`src/rtl/pair_seq_pkg.sv`:
```
// Package: shared state type and helper for the pair sequencer.
// Assumes lengths are unsigned and share one width across the block.
package pair_seq_pkg;

    typedef enum logic {
        ST_IDLE = 1'b0,
        ST_RUN  = 1'b1
    } seq_state_e;

    // Smaller of two unsigned lengths.
    function automatic logic [31:0] min_len(input logic [31:0] a, input logic [31:0] b);
        return (a < b) ? a : b;
    endfunction

endpackage

```
`src/rtl/pair_seq_plan.sv`:
```
// pair_seq_plan: works out, from the raw start-time inputs, how many
// non-empty rows a sweep has and where its first inner index sits.
// Assumes: purely combinational; the caller latches the results on start.
module pair_seq_plan #(
    parameter int IDX_W = 16
) (
    input  logic             auto_mode_i,
    input  logic [IDX_W-1:0] len_a_i,
    input  logic [IDX_W-1:0] len_b_i,
    output logic [IDX_W-1:0] rows_o,
    output logic [IDX_W-1:0] first_inner_o
);
    import pair_seq_pkg::*;

    logic [31:0] shorter;

    // Row count: auto rows stop at the shorter length minus one.
    always_comb begin
        shorter = min_len(32'(len_a_i), 32'(len_b_i));
        if (auto_mode_i) begin
            rows_o = (shorter == 32'd0) ? '0 : IDX_W'(shorter - 32'd1);
        end else begin
            rows_o = (len_b_i == '0) ? '0 : len_a_i;
        end
        first_inner_o = auto_mode_i ? IDX_W'(1) : '0;
    end

endmodule

```
`src/rtl/pair_seq_tally.sv`:
```
// pair_seq_tally: counts accepted pairs since the last accepted start.
// Assumes: clear and step never arrive together (start only taken when idle).
module pair_seq_tally #(
    parameter int CNT_W = 32
) (
    input  logic             clk,
    input  logic             rst_n,
    input  logic             clear_i,
    input  logic             step_i,
    output logic [CNT_W-1:0] count_o
);
    logic [CNT_W-1:0] count_q;

    // Counter register: clear on start, +1 per handshake.
    always_ff @(posedge clk) begin
        if (!rst_n)       count_q <= '0;
        else if (clear_i) count_q <= '0;
        else if (step_i)  count_q <= count_q + 1'b1;
    end

    assign count_o = count_q;


    count_quiet_chk: assert property (@(posedge clk) disable iff (!rst_n)
        (!clear_i && !step_i) |=> $stable(count_q));

endmodule

```
`src/rtl/pair_seq_walk.sv`:
```
// pair_seq_walk: the sweep state machine. It holds the latched bounds,
// steps the inner index on each handshake, wraps to the next row, and
// pulses done after the last pair.
// Assumes: rows_i and first_inner_i come from pair_seq_plan for the
// same start inputs; a rows_i of zero means an empty pair set.
module pair_seq_walk #(
    parameter int IDX_W = 16
) (
    input  logic             clk,
    input  logic             rst_n,
    input  logic             start_i,
    input  logic             auto_mode_i,
    input  logic [IDX_W-1:0] len_b_i,
    input  logic [IDX_W-1:0] rows_i,
    input  logic [IDX_W-1:0] first_inner_i,
    input  logic             ready_i,
    output logic             valid_o,
    output logic [IDX_W-1:0] outer_o,
    output logic [IDX_W-1:0] inner_o,
    output logic             row_first_o,
    output logic             done_o,
    output logic             start_ok_o,
    output logic             fire_o
);
    import pair_seq_pkg::*;

    seq_state_e       state_q;
    logic             auto_q;
    logic [IDX_W-1:0] lim_b_q;
    logic [IDX_W-1:0] last_row_q;
    logic [IDX_W-1:0] outer_q;
    logic [IDX_W-1:0] inner_q;
    logic             first_q;
    logic             done_q;
    logic             row_end;
    logic             last_row;

    assign valid_o    = (state_q == ST_RUN);
    assign start_ok_o = start_i && (state_q == ST_IDLE);
    assign fire_o     = valid_o && ready_i;
    assign row_end    = (inner_q == lim_b_q - 1'b1);
    assign last_row   = (outer_q == last_row_q);

    // Sweep sequencing: latch on start, advance on handshake, pulse done.
    always_ff @(posedge clk) begin
        if (!rst_n) begin
            state_q    <= ST_IDLE;
            auto_q     <= 1'b0;
            lim_b_q    <= '0;
            last_row_q <= '0;
            outer_q    <= '0;
            inner_q    <= '0;
            first_q    <= 1'b0;
            done_q     <= 1'b0;
        end else begin
            done_q <= 1'b0;
            if (start_ok_o) begin
                auto_q     <= auto_mode_i;
                lim_b_q    <= len_b_i;
                last_row_q <= rows_i - 1'b1;
                outer_q    <= '0;
                inner_q    <= first_inner_i;
                if (rows_i == '0) begin
                    done_q <= 1'b1;
                end else begin
                    state_q <= ST_RUN;
                    first_q <= 1'b1;
                end
            end else if (fire_o) begin
                if (row_end && last_row) begin
                    state_q <= ST_IDLE;
                    first_q <= 1'b0;
                    done_q  <= 1'b1;
                end else if (row_end) begin
                    outer_q <= outer_q + 1'b1;
                    inner_q <= auto_q ? (outer_q + IDX_W'(2)) : '0;
                    first_q <= 1'b1;
                end else begin
                    inner_q <= inner_q + 1'b1;
                    first_q <= 1'b0;
                end
            end
        end
    end

    assign outer_o     = outer_q;
    assign inner_o     = inner_q;
    assign row_first_o = first_q;
    assign done_o      = done_q;


    hold_on_stall_chk: assert property (@(posedge clk) disable iff (!rst_n)
        (valid_o && !ready_i) |=> (valid_o && $stable(outer_q) && $stable(inner_q) && $stable(first_q)));


    inner_in_range_chk: assert property (@(posedge clk) disable iff (!rst_n)
        valid_o |-> (inner_q < lim_b_q));


    no_self_pair_chk: assert property (@(posedge clk) disable iff (!rst_n)
        (valid_o && auto_q) |-> (inner_q > outer_q));


    outer_in_range_chk: assert property (@(posedge clk) disable iff (!rst_n)
        valid_o |-> (outer_q <= last_row_q));


    done_not_valid_chk: assert property (@(posedge clk) disable iff (!rst_n)
        done_q |-> !valid_o);


    done_single_chk: assert property (@(posedge clk) disable iff (!rst_n)
        done_q |=> !done_q);

endmodule

```
`src/rtl/pair_idx_seq.sv`:
```
// pair_idx_seq: top of the correlation pair index sequencer. It issues
// (outer, inner) index pairs in row-major order over a valid/ready
// handshake, in auto (self) or cross pairing mode.
// Assumes: lengths fit IDX_W bits; start is only honoured while idle.
module pair_idx_seq #(
    parameter int IDX_W = 16,
    localparam int CNT_W = 2 * IDX_W
) (
    input  logic             clk,
    input  logic             rst_n,
    input  logic             start_i,
    input  logic             auto_mode_i,
    input  logic [IDX_W-1:0] len_a_i,
    input  logic [IDX_W-1:0] len_b_i,
    input  logic             pair_ready_i,
    output logic             pair_valid_o,
    output logic [IDX_W-1:0] outer_o,
    output logic [IDX_W-1:0] inner_o,
    output logic             row_first_o,
    output logic             done_o,
    output logic [CNT_W-1:0] pair_count_o
);
    logic [IDX_W-1:0] rows;
    logic [IDX_W-1:0] first_inner;
    logic             start_ok;
    logic             fire;

    pair_seq_plan #(.IDX_W(IDX_W)) plan_i (
        .auto_mode_i   (auto_mode_i),
        .len_a_i       (len_a_i),
        .len_b_i       (len_b_i),
        .rows_o        (rows),
        .first_inner_o (first_inner)
    );

    pair_seq_walk #(.IDX_W(IDX_W)) walk_i (
        .clk           (clk),
        .rst_n         (rst_n),
        .start_i       (start_i),
        .auto_mode_i   (auto_mode_i),
        .len_b_i       (len_b_i),
        .rows_i        (rows),
        .first_inner_i (first_inner),
        .ready_i       (pair_ready_i),
        .valid_o       (pair_valid_o),
        .outer_o       (outer_o),
        .inner_o       (inner_o),
        .row_first_o   (row_first_o),
        .done_o        (done_o),
        .start_ok_o    (start_ok),
        .fire_o        (fire)
    );

    pair_seq_tally #(.CNT_W(CNT_W)) tally_i (
        .clk     (clk),
        .rst_n   (rst_n),
        .clear_i (start_ok),
        .step_i  (fire),
        .count_o (pair_count_o)
    );


    start_ignored_chk: assert property (@(posedge clk) disable iff (!rst_n)
        (pair_valid_o && start_i && !pair_ready_i) |=> ($stable(outer_o) && $stable(inner_o)));

endmodule

```
`config.mk`:
```
export PLATFORM = sky130hd
export DESIGN_NAME = pair_idx_seq
export DESIGN_NICKNAME = d
export VERILOG_FILES = /design/src/rtl/pair_seq_pkg.sv /design/src/rtl/pair_seq_plan.sv /design/src/rtl/pair_seq_tally.sv /design/src/rtl/pair_seq_walk.sv /design/src/rtl/pair_idx_seq.sv
export SDC_FILE = /design/constraint.sdc
export NUM_CORES = 1
export LEC_CHECK = 0
export BUFFER_PORTS_ARGS = -buffer_cell sky130_fd_sc_hd__buf_2
export CAP_MARGIN = 15
export CORE_ASPECT_RATIO = 0.7
export CORE_MARGIN = 1.5
export CORE_UTILIZATION = 60
export DETAILED_ROUTE_END_ITERATION = 8
export HOLD_SLACK_MARGIN = 0.03
export PLACE_DENSITY_LB_ADDON = 0.1
export SLEW_MARGIN = 20
export SYNTH_ARGS = -nofsm -noshare
export SYNTH_HDL_FRONTEND = slang
export SYNTH_SLANG_ARGS = --single-unit
```
`constraint.sdc`:
```
create_clock -name clk -period 12.8 [get_ports clk]
set_input_delay 0.64 -clock clk [delete_from_list [all_inputs] [get_ports clk]]
set_output_delay 0.64 -clock clk [all_outputs]
set_load 0.05 [all_outputs]
```
==> impl_metrics.csv <==
group,metric,value,unit
floorplan,die-area,12800,um2
cts,cts_buffer_depth,2,
global_route,grt-ovfl-total,0,
yosys,ys_seq_area_share,27.6,%
drt,drt_wl_total,22300,um
placement,dpl.hpwl,16900,um
yosys,synthCells,965,
sta,slew_violations,0,
yosys,yosys_register_bits,100,
cts,cts_setup_buffers,0,
critical_path,crit_arrival,6.30,ns
global_route,antenna_found_initial,0,
global_route,grt_pass1_wl,34800,um
critical_path,start_kind,"input pin",
sta,fmax,166,MHz
outcome,status,"finished clean",
cts,numCtsBuffers,9,
floorplan,die_w,134,um
worst_hold_path,min_path_type,"flop to flop",
critical_path,worst_setup_path_end_kind,"flop",
pwr,power.total,0.000802,W
floorplan,fp.coreArea,11700,um2
cts,insertion_delay,0.34,ns
yosys,ys_types,70,
final_layout,drive_gt1_share,14.6,%
placement,portBuffers,103,
pwr,peakVddDrop,0.0786,mV
final_layout,n_antenna_cell,0,
yosys,yosysWarnings,0,
drt,ant_nets,0,
sta,grt_setup_unrepaired,"false",
critical_path,cp_data_required_time,13.07,ns
yosys,ys.flop_type,"dfxtp_1",
cts,cts_hold_buffers,0,
sta,tns,0,ns
yosys,syn-num-nets,1025,
floorplan,die_h,95.0,um
run,drv_cap,0,
placement,place_area,7820,um2
yosys,synth_edf_count,0,
sta,hold_violations,0,
cts,clk_pin_slew,0.07,ns
cts,cts.sinks,100,
global_route,first_global_vias,6525,
floorplan,initial_utilization,61.8,%
critical_path,worstPathMaxFanout,33,
drt,firstDrtPassIters,5,
drt,viasPerCell,6.29,
sta,max_slew_margin,34.6,%
pwr,p_per_area,98.4,nW/um2
drt,drt-initial-drc-count,783,
pwr,p_leak,3.40,nW
final_layout,final_cell_mix,"nand2_1 (118), buf_2 (103), dfxtp_1 (100)",
final_layout,final_area,8150,um2
sta,tightest_slew,0.981,ns
yosys,synthesis.area,7250,um2
final_layout,syn2layout_area_growth,12.4,%
cts,post_cts_resized,0,
sta,finalSetupViolCount,0,
placement,gp_congestion,0.995,
floorplan,rows,33,
sta,min_period,6.03,ns
drt,via_count,7528,
floorplan,io_pins,104,
cts,root_buffer,"clkbuf_16",
global_route,grt_max_degree,53,
final_layout,nNetsFinal,1095,
final_layout,utilization,69.5,%
yosys,synth-async-reset-ratio,0,%
global_route,grtUsageTotal,34.8,%
critical_path,critPathKind,"input pin to flop",
sta,finClkSkew,0.00759,ns
sta,fin_crit_sh,47.1,%
cts,cts_tree,"yes",
drt,drc_errors,0,
yosys,syn_area_per_cell,7.51,um2
final_layout,final_common_cell,"nand2_1",
cts,htreeDepth,3,
drt,wl_per_cell,18.7,um
[final timing paths]
check                                         from                     to  slack [ns]  depth (start not counted)
worst max-delay path                    len_b_i[6]  walk_i.last_row_q[10]        6.77                         22
worst min-delay path            walk_i.lim_b_q[15]     walk_i.lim_b_q[15]        0.47                          2
worst max register to register   walk_i.lim_b_q[0]      walk_i.inner_o[7]        9.05                         12
worst min register to register  walk_i.lim_b_q[15]     walk_i.lim_b_q[15]        0.47                          2
[cell families after synthesis]
kind of cell | Yosys count | share of synthesized area, %
compound gates | 213 | 18.9
xor+xnor | 97 | 11.7
fa+ha+maj | 23 | 3.97
buf+inv | 86 | 4.56
flops | 100 | 27.6
mux | 21 | 2.95
simple gates | 425 | 30.3
[per-stage QoR]
| step | instances | worst slack [ns] | hold WS, ns |
|---|---|---|---|
| after global placement | 1181 | 6.86 | 0.455 |
| final | 1197 | 6.77 | 0.470 |
| after detailed placement | 1181 | 6.54 | 0.467 |
| after global routing | 1197 | 6.26 | 0.495 |
| after CTS | 1197 | 6.91 | 0.475 |
| after floorplan | 965 | 6.95 | 0.444 |
[cell usage after synthesis, types with 6 or more instances]
master	instances	area share (%)
o31ai_1	12	1.2
mux2i_1	18	2.5
nor3_1	26	1.8
and4_1	7	0.85
o211ai_1	8	0.83
ha_1	23	4.0
nand2_1	118	6.1
dfxtp_1	100	28
xnor2_1	33	4.0
inv_1	34	1.8
xor2_1	64	7.7
nand3_1	49	3.4
nor3b_1	6	0.62
a22oi_1	8	0.83
nand4_1	22	1.9
a21oi_1	59	4.1
or3_1	15	1.3
clkbuf_1	46	2.4
o21ai_0	50	3.5
or4_1	8	0.83
nor4_1	19	1.6
and2_1	8	0.69
a31oi_1	19	1.6
and3_1	29	2.5
nor2_1	84	4.3
[area by class of cell]
cell class,count,area [um2]
repair buffers,111,576
multi-input cells,779,4920
flip-flops and latches,100,2000
fillers,1025,3570
clock buffers,11,243
inverters,34,128
clock inverters,5,83.8
well taps,157,196
[routing by layer]
layer / part of all wire, % / global-route usage (%) / vias up / routed length, um
li1: - / - / 3628 / -
met1: 50 / 54.1 / 3557 / 11100
met3: 11 / 9.55 / 13 / 2370
met5: 0 / 0 / - / 0
met4: 0.49 / 4.21 / 0 / 109
met2: 39 / 48.2 / 330 / 8770
[worst max-delay path: stages]
cell	delay [ns]
buf_2	0.16
inv_1	0.10
ha_1	0.31
and3_1	0.19
o211ai_1	0.09
o21a_1	0.20
o41ai_4	0.20
buf_4	0.42
mux2i_1	0.50
ha_1	0.38
nor3b_1	0.60
nand2_1	0.24
o21ai_0	0.35
mux2_2	0.35
nor2_1	0.07
a21oi_1	0.18
ha_1	0.21
o21ai_0	0.10
a21o_1	0.24
nor4_1	0.49
nand3_1	0.14
o211ai_1	0.12
[flip-flops by register name, summed over array words and instances, names as in the netlist]
signal	flops
walk_i.valid_o	1
walk_i.lim_b_q	16
walk_i.inner_o	16
walk_i.done_o	1
walk_i.outer_o	16
tally_i.count_o	32
walk_i.last_row_q	16
walk_i.auto_q	1
walk_i.row_first_o	1
[power by group]
group,total (W),switching (W),internal (W)
Sequential,0.000333,0.0000118,0.000321
Clock,0.000296,0.000119,0.000177
Combinational,0.000173,0.000112,0.0000612
Total,0.000802,0.000242,0.000560
No activity file was read; power rests on OpenSTA's default activity.
